==> src/rtl/isa_bus_pkg.sv <==
`timescale 1ns/1ps
package isa_bus_pkg;
  typedef enum logic [1:0] {
    PH_IDLE = 2'd0,
    PH_ADDR = 2'd1,
    PH_STRB = 2'd2,
    PH_HOLD = 2'd3
  } phase_e;

  typedef struct packed {
    logic lo;       // low lane carries data
    logic hi;       // high lane carries data
    logic hi_only;  // single byte moved to the high lane
  } lane_t;
endpackage

==> src/rtl/isa_clkdiv.sv <==
`timescale 1ns/1ps
module isa_clkdiv #(
  parameter int DIV = 12
) (
  input  logic clk,
  input  logic rst,
  output logic bus_clk
);
  localparam int HALF = DIV / 2;
  localparam int CW   = $clog2(HALF + 1);

  logic [CW-1:0] cnt;

  always_ff @(posedge clk) begin
    if (rst) begin
      cnt     <= '0;
      bus_clk <= 1'b0;
    end else if (cnt == CW'(HALF - 1)) begin
      cnt     <= '0;
      bus_clk <= ~bus_clk;
    end else begin
      cnt <= cnt + 1'b1;
    end
  end
endmodule

==> src/rtl/isa_lane_steer.sv <==
`timescale 1ns/1ps
module isa_lane_steer
  import isa_bus_pkg::*;
#(
  parameter int BW = 8
) (
  input  logic              wide_alias,
  input  logic              word,
  input  logic              addr_lsb,
  input  logic [2*BW-1:0]   wdata,
  output lane_t             plan,
  output logic [2*BW-1:0]   wlanes,
  input  lane_t             rplan,
  input  logic [2*BW-1:0]   din,
  output logic [2*BW-1:0]   rword
);
  localparam int DW = 2 * BW;

  // request side: pick the lanes from alias, size and byte position
  always_comb begin
    plan.hi_only = wide_alias && !word && addr_lsb;
    plan.hi      = wide_alias && (word || addr_lsb);
    plan.lo      = !plan.hi_only;
    if (plan.hi_only)
      wlanes = {wdata[BW-1:0], {BW{1'b0}}};
    else if (plan.hi)
      wlanes = wdata;
    else
      wlanes = {{BW{1'b0}}, wdata[BW-1:0]};
  end

  // return side: bring the lane(s) of the stored plan back to the word
  always_comb begin
    if (rplan.hi_only)
      rword = {{BW{1'b0}}, din[DW-1:BW]};
    else if (rplan.hi)
      rword = din;
    else
      rword = {{BW{1'b0}}, din[BW-1:0]};
  end
endmodule

==> src/rtl/isa_phase_seq.sv <==
`timescale 1ns/1ps
module isa_phase_seq
  import isa_bus_pkg::*;
#(
  parameter int T_SETUP  = 9,
  parameter int T_STROBE = 24,
  parameter int T_HOLD   = 6
) (
  input  logic   clk,
  input  logic   rst,
  input  logic   req_valid,
  input  logic   iochrdy,
  output phase_e phase,
  output logic   accept,
  output logic   capture,
  output logic   done
);
  localparam int TMAX = (T_SETUP > T_STROBE) ?
                        ((T_SETUP > T_HOLD) ? T_SETUP : T_HOLD) :
                        ((T_STROBE > T_HOLD) ? T_STROBE : T_HOLD);
  localparam int CW = $clog2(TMAX + 1);

  logic [CW-1:0] cnt;
  logic          strb_last;

  assign strb_last = (cnt == CW'(T_STROBE - 1));
  assign accept    = (phase == PH_IDLE) && req_valid;
  assign capture   = (phase == PH_STRB) && strb_last && iochrdy;

  always_ff @(posedge clk) begin
    if (rst) begin
      phase <= PH_IDLE;
      cnt   <= '0;
      done  <= 1'b0;
    end else begin
      done <= 1'b0;
      case (phase)
        PH_IDLE: if (req_valid) begin
          phase <= PH_ADDR;
          cnt   <= '0;
        end
        PH_ADDR: if (cnt == CW'(T_SETUP - 1)) begin
          phase <= PH_STRB;
          cnt   <= '0;
        end else begin
          cnt <= cnt + 1'b1;
        end
        PH_STRB: if (strb_last) begin
          if (iochrdy) begin
            phase <= PH_HOLD;
            cnt   <= '0;
          end
        end else begin
          cnt <= cnt + 1'b1;
        end
        PH_HOLD: if (cnt == CW'(T_HOLD - 1)) begin
          phase <= PH_IDLE;
          cnt   <= '0;
          done  <= 1'b1;
        end else begin
          cnt <= cnt + 1'b1;
        end
        default: phase <= PH_IDLE;
      endcase
    end
  end
endmodule

==> src/rtl/isa_bus_master.sv <==
`timescale 1ns/1ps
module isa_bus_master
  import isa_bus_pkg::*;
#(
  parameter int ADDR_W    = 24,
  parameter int IO_ADDR_W = 16,
  parameter int BW        = 8,
  parameter int CLK_DIV   = 12,
  parameter int T_SETUP   = 9,
  parameter int T_STROBE  = 24,
  parameter int T_HOLD    = 6
) (
  input  logic              clk,
  input  logic              rst,
  input  logic              req_valid,
  output logic              req_ready,
  input  logic              req_write,
  input  logic              req_mem,
  input  logic              req_wide,
  input  logic              req_word,
  input  logic [ADDR_W-1:0] req_addr,
  input  logic [2*BW-1:0]   req_wdata,
  output logic              rsp_done,
  output logic [2*BW-1:0]   rsp_rdata,
  output logic              bus_clk,
  output logic              bale,
  output logic [ADDR_W-1:0] sa,
  output logic              sbhe_n,
  output logic              ior_n,
  output logic              iow_n,
  output logic              memr_n,
  output logic              memw_n,
  output logic              aen,
  output logic [2*BW-1:0]   d_out,
  output logic              d_oe_lo,
  output logic              d_oe_hi,
  input  logic [2*BW-1:0]   d_in,
  input  logic              iochrdy
);
  localparam int DW = 2 * BW;

  phase_e            phase;
  logic              accept, capture, busy, strobing;
  lane_t             plan_n, plan_q;
  logic [DW-1:0]     wl_n, rword;
  logic [ADDR_W-1:0] addr_n;
  logic              write_q, mem_q;

  isa_clkdiv #(.DIV(CLK_DIV)) u_div (
    .clk     (clk),
    .rst     (rst),
    .bus_clk (bus_clk)
  );

  isa_phase_seq #(
    .T_SETUP  (T_SETUP),
    .T_STROBE (T_STROBE),
    .T_HOLD   (T_HOLD)
  ) u_seq (
    .clk       (clk),
    .rst       (rst),
    .req_valid (req_valid),
    .iochrdy   (iochrdy),
    .phase     (phase),
    .accept    (accept),
    .capture   (capture),
    .done      (rsp_done)
  );

  isa_lane_steer #(.BW(BW)) u_lane (
    .wide_alias (req_wide),
    .word       (req_word),
    .addr_lsb   (req_addr[0]),
    .wdata      (req_wdata),
    .plan       (plan_n),
    .wlanes     (wl_n),
    .rplan      (plan_q),
    .din        (d_in),
    .rword      (rword)
  );

  // address as seen by the bus: I/O window trimmed, word address aligned
  always_comb begin
    addr_n = req_addr;
    if (!req_mem)
      addr_n[ADDR_W-1:IO_ADDR_W] = '0;
    if (req_wide && req_word)
      addr_n[0] = 1'b0;
  end

  always_ff @(posedge clk) begin
    if (rst) begin
      sa        <= '0;
      plan_q    <= '0;
      write_q   <= 1'b0;
      mem_q     <= 1'b0;
      d_out     <= '0;
      rsp_rdata <= '0;
    end else begin
      if (accept) begin
        sa      <= addr_n;
        plan_q  <= plan_n;
        write_q <= req_write;
        mem_q   <= req_mem;
        d_out   <= req_write ? wl_n : '0;
      end
      if (capture && !write_q)
        rsp_rdata <= rword;
    end
  end

  assign busy      = (phase != PH_IDLE);
  assign strobing  = (phase == PH_STRB);
  assign req_ready = !busy;
  assign bale      = (phase == PH_ADDR);
  assign sbhe_n    = !(busy && plan_q.hi);
  assign ior_n     = !(strobing && !mem_q && !write_q);
  assign iow_n     = !(strobing && !mem_q &&  write_q);
  assign memr_n    = !(strobing &&  mem_q && !write_q);
  assign memw_n    = !(strobing &&  mem_q &&  write_q);
  assign d_oe_lo   = busy && write_q && plan_q.lo;
  assign d_oe_hi   = busy && write_q && plan_q.hi;
  assign aen       = 1'b0;
endmodule

==> config.mk <==
export PLATFORM = sky130hd
export DESIGN_NAME = isa_bus_master
export DESIGN_NICKNAME = d
export VERILOG_FILES = /design/src/rtl/isa_bus_pkg.sv /design/src/rtl/isa_clkdiv.sv /design/src/rtl/isa_lane_steer.sv /design/src/rtl/isa_phase_seq.sv /design/src/rtl/isa_bus_master.sv
export SDC_FILE = /design/constraint.sdc
export NUM_CORES = 1
export LEC_CHECK = 0
export BUFFER_PORTS_ARGS = -buffer_cell sky130_fd_sc_hd__buf_2
export CAP_MARGIN = 10
export CORE_ASPECT_RATIO = 0.6
export CORE_UTILIZATION = 47
export DETAILED_ROUTE_END_ITERATION = 12
export PLACE_DENSITY = 0.77
export SYNTH_ARGS = -nofsm -noshare
export SYNTH_HDL_FRONTEND = slang
export SYNTH_SLANG_ARGS = --single-unit
==> constraint.sdc <==
create_clock -name clk -period 2.26 [get_ports clk]
set_input_delay 0 -clock clk [delete_from_list [all_inputs] [get_ports clk]]
set_output_delay 0 -clock clk [all_outputs]
set_load 0.02 [all_outputs]
Word level (Yosys, flattened, before mapping)
Index checks and enable logic that the tools add are counted.
{"block": "word_totals", "mem_bits_rw": 0, "in_bits": 64, "latch_bits": 0, "mem_bits_ro": 0, "memories": 0, "ff_bits": 73, "out_inout_bits": 68, "wordCells": 85}
{"block": "op_classes", "mux": 20, "eq_ne": 13, "bitwise": 2, "magnitude_cmp": 0, "shifts": 0, "addsub": 2, "div": 0, "mul": 0, "reduce_logical": 35}
{"operator": "$mux 16", "n": 5}
{"operator": "$mux 5", "n": 5}
{"operator": "$pmux 5 s4", "n": 1}
{"operator": "$logic_and 1x1->1", "n": 18}
{"operator": "$logic_not 1->1", "n": 10}
{"operator": "$mux 2", "n": 5}
{"operator": "$mux 8", "n": 1}
{"operator": "$pmux 2 s4", "n": 1}
{"operator": "$ne 2x1->1 const B", "n": 3}
{"operator": "$add 5x1->5 const B", "n": 1}
{"operator": "$eq 5x3->1 const B", "n": 1}
{"operator": "$eq 5x4->1 const B", "n": 1}
{"operator": "$eq 5x5->1 const B", "n": 1}
{"operator": "$reduce_and 5->1", "n": 1}
{"operator": "$eq 2x2->1 const B", "n": 2}
{"operator": "$ne 2x2->1 const B", "n": 2}
{"operator": "$reduce_or 2->1", "n": 2}
{"operator": "$add 3x1->3 const B", "n": 1}
{"operator": "$eq 3x3->1 const B", "n": 1}
{"operator": "$ne 3x3->1 const B", "n": 1}
{"operator": "$eq 2x1->1 const B", "n": 1}
{"operator": "$logic_not 2->1", "n": 1}
{"operator": "$mux 1", "n": 2}
{"operator": "$not 1->1", "n": 2}
{"operator": "3 further kinds", "n": 3}

Depth between registers and ports, before layout
{"block": "depth", "ltp_word": 5, "mapped_depth": 8, "mapped_depth_nobuf": 6}

Cells and area by module
A second synthesis with hierarchy kept.
{"block": "unflattened", "cells_unflattened": 360, "area_unflattened_um2": 3330.7}
{"module": "isa_bus_master", "seq_area_each_um2": 1221.2, "instances": 1, "cells_each": 238, "area_per_inst_um2": 2254.7}
{"module": "isa_phase_seq", "seq_area_each_um2": 160.2, "instances": 1, "cells_each": 64, "area_per_inst_um2": 566.8}
{"module": "isa_lane_steer", "seq_area_each_um2": 0.0, "instances": 1, "cells_each": 42, "area_per_inst_um2": 342.8}
{"module": "isa_clkdiv", "seq_area_each_um2": 80.1, "instances": 1, "cells_each": 16, "area_per_inst_um2": 166.4}

Worst setup path after synthesis
No wires, ideal clock.
{"block": "synth_path", "path_type": "register to register", "from": "register u_seq.phase[0]", "to": "register u_seq.cnt[1]", "path_slack_ns": 0.434, "path_stages_with_launch": 7, "period_less_slack_ns": 1.826, "t_required_ns": 2.190, "setup_ns": 0.070, "t_arrival_ns": 1.756, "n_path_buf": 0, "path_cell_list": "dfxtp_1 > inv_1 > ha_1 > and2b_2 > a21o_1 > or4b_1 > a21oi_1"}
{"block": "synth_via", "elab_chain_cells": 3, "word_cells_on_any_way": 8, "classes_between": "5 x eq/ne; 1 x mux; 2 x reduce/logical"}
{"element": "start, declared", "line_no": "isa_phase_seq.sv:13", "rtl": "output phase_e phase,"}
{"element": "start signal, assigned", "line_no": "isa_phase_seq.sv:32", "rtl": "phase <= PH_IDLE;"}
{"element": "start signal, assigned", "line_no": "isa_phase_seq.sv:39", "rtl": "phase <= PH_ADDR;"}
{"element": "start signal, assigned", "line_no": "isa_phase_seq.sv:43", "rtl": "phase <= PH_STRB;"}
{"element": "$eq 2x2->1 / $logic_not 2->1 (equally long branches)", "line_no": "isa_phase_seq.sv:37", "rtl": "case (phase)"}
{"element": "$ne 3x3->1 (no source line) / $ne 2x2->1 (equally long branches)"}
{"element": "$reduce_and 2->1 (no source line)"}
{"element": "end signal, assigned", "line_no": "isa_phase_seq.sv:46", "rtl": "cnt <= cnt + 1'b1;"}
{"element": "end signal, assigned", "line_no": "isa_phase_seq.sv:54", "rtl": "cnt <= cnt + 1'b1;"}
{"element": "end signal, assigned", "line_no": "isa_phase_seq.sv:61", "rtl": "cnt <= cnt + 1'b1;"}
{"element": "end, declared", "line_no": "isa_phase_seq.sv:23", "rtl": "logic [CW-1:0] cnt;"}
Parallel ways exist; a longest one is shown, timed or not.
A chain may end at the register's enable or synchronous reset.

Final worst setup path
{"block": "layout_path", "from": "register u_seq.phase[1]", "to": "register d_out[10]"}
{"block": "layout_via", "elab_chain_cells": 2}
{"element": "$logic_not 2->1", "line_no": "isa_phase_seq.sv:27", "rtl": "assign accept = (phase == PH_IDLE) && req_valid;"}
{"element": "$logic_and 1x1->1", "line_no": "isa_phase_seq.sv:27"}
{"element": "end signal, assigned", "line_no": "isa_bus_master.sv:105", "rtl": "d_out <= req_write ? wl_n : '0;"}
{"element": "end, declared", "line_no": "isa_bus_master.sv:34", "rtl": "output logic [2*BW-1:0] d_out,"}
Every way passes these cells.

==> flow_summary.json <==
{
  "status": "complete, no violations",
  "core_area_sq_mm": 0.00617,
  "antenna_found_initial": 0,
  "ir_drop_mv": 0.529,
  "place_ws_ns": 0.363,
  "dr.pass1.iters": 4,
  "finalCritPeriodShare": 0.858,
  "grt_pass1_vias": 2990,
  "power_mw": 3.46,
  "required_ns": 2.53,
  "cts_setup_buffers": 0,
  "ctsResizeCount": 0,
  "path_buf_inv": 1,
  "period_needed_ns": 1.94,
  "worstReg2RegEnd": "d_out[10]$_SDFFE_PP0P_",
  "nets": 608,
  "drv_slew": 0,
  "drv_cap": 0,
  "die_y_um": 64.3,
  "path_class": "flip-flop to flip-flop",
  "start_util": 0.493,
  "dp_hpwl_um": 5680,
  "ios": 132,
  "fin_util": 0.723,
  "r2r_slack_ns": 0.32,
  "gr-usage-all-layers": 0.267,
  "hold_depth": 3,
  "htree_levels": 3,
  "layout_setup_ws_ns": 0.321,
  "drt-initial-drc-count": 143,
  "worstMarginPinSlew_ns": 0.667,
  "slew_headroom": 0.555,
  "slowest_delay_ns": 0.51,
  "setup_viol_count_final": 0,
  "syn2layout_area_growth_pct": 46.7,
  "placed_area_sq_mm": 0.00373,
  "synthTopCellsByCount": "dfxtp_1 (73), nand2_1 (67), a21oi_1 (49), nor2_1 (28), nand3_1 (23)",
  "synth_nets": 429,
  "synth_top_cell_by_area": "dfxtp_1",
  "via_per_inst": 5.11,
  "hold_path.class": "input port to flip-flop",
  "synth_top_cells_by_area": "dfxtp_1 (48%), nand2_1 (8.3%), a21oi_1 (8.1%), nand3_1 (3.8%), ha_1 (3.7%)",
  "post-synth-top-count-cell": "dfxtp_1",
  "cp_max_fo": 9,
  "clkSinkCount": 73,
  "synth_top_area_share": 0.481,
  "instances_no_fill": 624,
  "hold_start": "req_wdata[10]",
  "post_synth.cell_area_avg_sq_um": 8.54,
  "final_layout_size_suffix_gt1_frac": 0.294,
  "netlist_instances": 356,
  "cts_made_buffers": 9,
  "grt_first_pass_wirelength_um": 14100,
  "min_to": "d_out[10]$_SDFFE_PP0P_",
  "finalWirelength_um": 8860,
  "drtAntennaViolNets": 0,
  "timing.fmax_mhz": 516,
  "die_x_um": 106,
  "slowest_stage": "nor2_1",
  "synth.cell_area_sq_mm": 0.00304,
  "cts_tree": "done",
  "dieArea_sq_mm": 0.00681,
  "seq_area_frac_synth": 0.481,
  "clk_pin_slew_ns": 0.07,
  "synth_flop_cell": "dfxtp_1",
  "endpoint_kind": "flip-flop",
  "async_flop_share": 0,
  "portBuffers": 130,
  "worstSkewPairLatency_ns": 0.34,
  "leakage_nw": 1.98,
  "cp.arrival_ns": 2.21,
  "synth.distinct_cells": 41,
  "rsz0062_at_grt": "no",
  "path_delay_family": "simple AND/OR/NAND/NOR gates",
  "worstSetupStartpointType": "flip-flop",
  "synth_edf_count": 0,
  "dr_total_vias": 3187,
  "clk_path_buf_depth": 2,
  "hold_ws_ns": 0.0303,
  "skew_ns": 0.00923,
  "finalSetupTns_ns": 0,
  "postCtsHoldBufs": 56,
  "wl_per_cell_um": 14.2,
  "hold_viol": 0,
  "ys.warnings.count": 0,
  "r2r_cells": 6,
  "synth_seq_cells": 73,
  "overflow": 0,
  "reg2reg_from": "u_seq.phase[1]$_SDFFE_PP0P_",
  "rows": 22,
  "power.density_mw_per_mm2": 776,
  "crit_path_start": "u_seq.phase[1]$_SDFFE_PP0P_",
  "grt_max_degree": 44,
  "stdcell_area_sq_mm": 0.00446,
  "diodes": 0,
  "route.detailed.drc": 0,
  "crit_chain": "inv_1 > ha_1 > nand3_1 > nor2_1 > o221ai_1 > a21oi_1",
  "gp_congestion": 0.817,
  "dp.cells": 552,
  "cts_root_buf": "clkbuf_8"
}
-- where the power goes --
group	switching (mW)	leakage [nW]	internal, mW
Clock	0.492	0.0827	0.400
Combinational	0.668	1.30	0.414
Sequential	0.0798	0.594	1.41
-- cell usage in the layout, fill, tap and decap left out, types with 3 or more instances in the layout --
cell type and n:
a22oi_1 9, inv_1 8, or2_2 3, o221ai_1 7, a21oi_1 49, dfxtp_1 73
ha_1 9, a21o_1 6, a211oi_1 9, clkbuf_8 9, dlygate4sd3_1 56, nand2_1 67
mux2i_1 8, and3_1 3, nor2_1 28, nand3_1 23, buf_2 130, nor2b_1 4
buf_4 5
-- cell type report --
cell class	instances	area, sq um
tap	84	105
inverter	8	30.0
clock buffer	10	128
timing repair buffer	192	1270
fill	490	1710
sequential	73	1460
multi-input combinational	251	1430
clock inverter	6	42.5
-- cells by family (layout without fill, tap and decap cells) --
family / count (synthesis) / count (layout) / synth area share
multiplexers: 9 / 9 / 0.0300
XOR/XNOR: 1 / 1 / 0.00288
AND/OR/NAND/NOR: 144 / 144 / 0.218
AO/OA/AOI/OAI: 87 / 87 / 0.180
flip-flops: 73 / 73 / 0.481
adder cells (fa/ha/maj): 9 / 9 / 0.0370
buffers and inverters: 32 / 216 / 0.0506
other: 1 / 1 / 0.00123
-- worst min-delay path, delay by kind of cell --
kind	cells	cell delay (ns)
compound gates	2	0.25
buf+inv	1	0.08
-- worst max-delay path by stage --
stage,to,slack (ns),cells past startpoint
finish,d_out[10]$_SDFFE_PP0P_,0.32,6
detailed placement,u_seq.cnt[1]$_SDFFE_PP0P_,0.36,6
global route,d_out[8]$_SDFFE_PP0P_,0.14,6
CTS,d_out[10]$_SDFFE_PP0P_,0.34,6
global placement,u_seq.cnt[1]$_SDFFE_PP0P_,0.45,6
floorplan,u_seq.cnt[1]$_SDFFE_PP0P_,0.43,6
-- registers in the layout, indices dropped and copies added, names as in the netlist --
signal         flops
u_seq.cnt          5
sa                24
u_seq.done         1
u_seq.phase        2
u_div.cnt          3
mem_q              1
rsp_rdata         16
plan_q             3
write_q            1
u_div.bus_clk      1
d_out             16
-- routing by layer --
| metal | wire length (um) | GRT usage |
|---|---|---|
| met5 | 0 | 0 |
| met3 | 680 | 0.0827 |
| met4 | 134 | 0.111 |
| met1 | 3860 | 0.321 |
| met2 | 4180 | 0.444 |
Note: power is estimated with default switching activity, not from simulation.
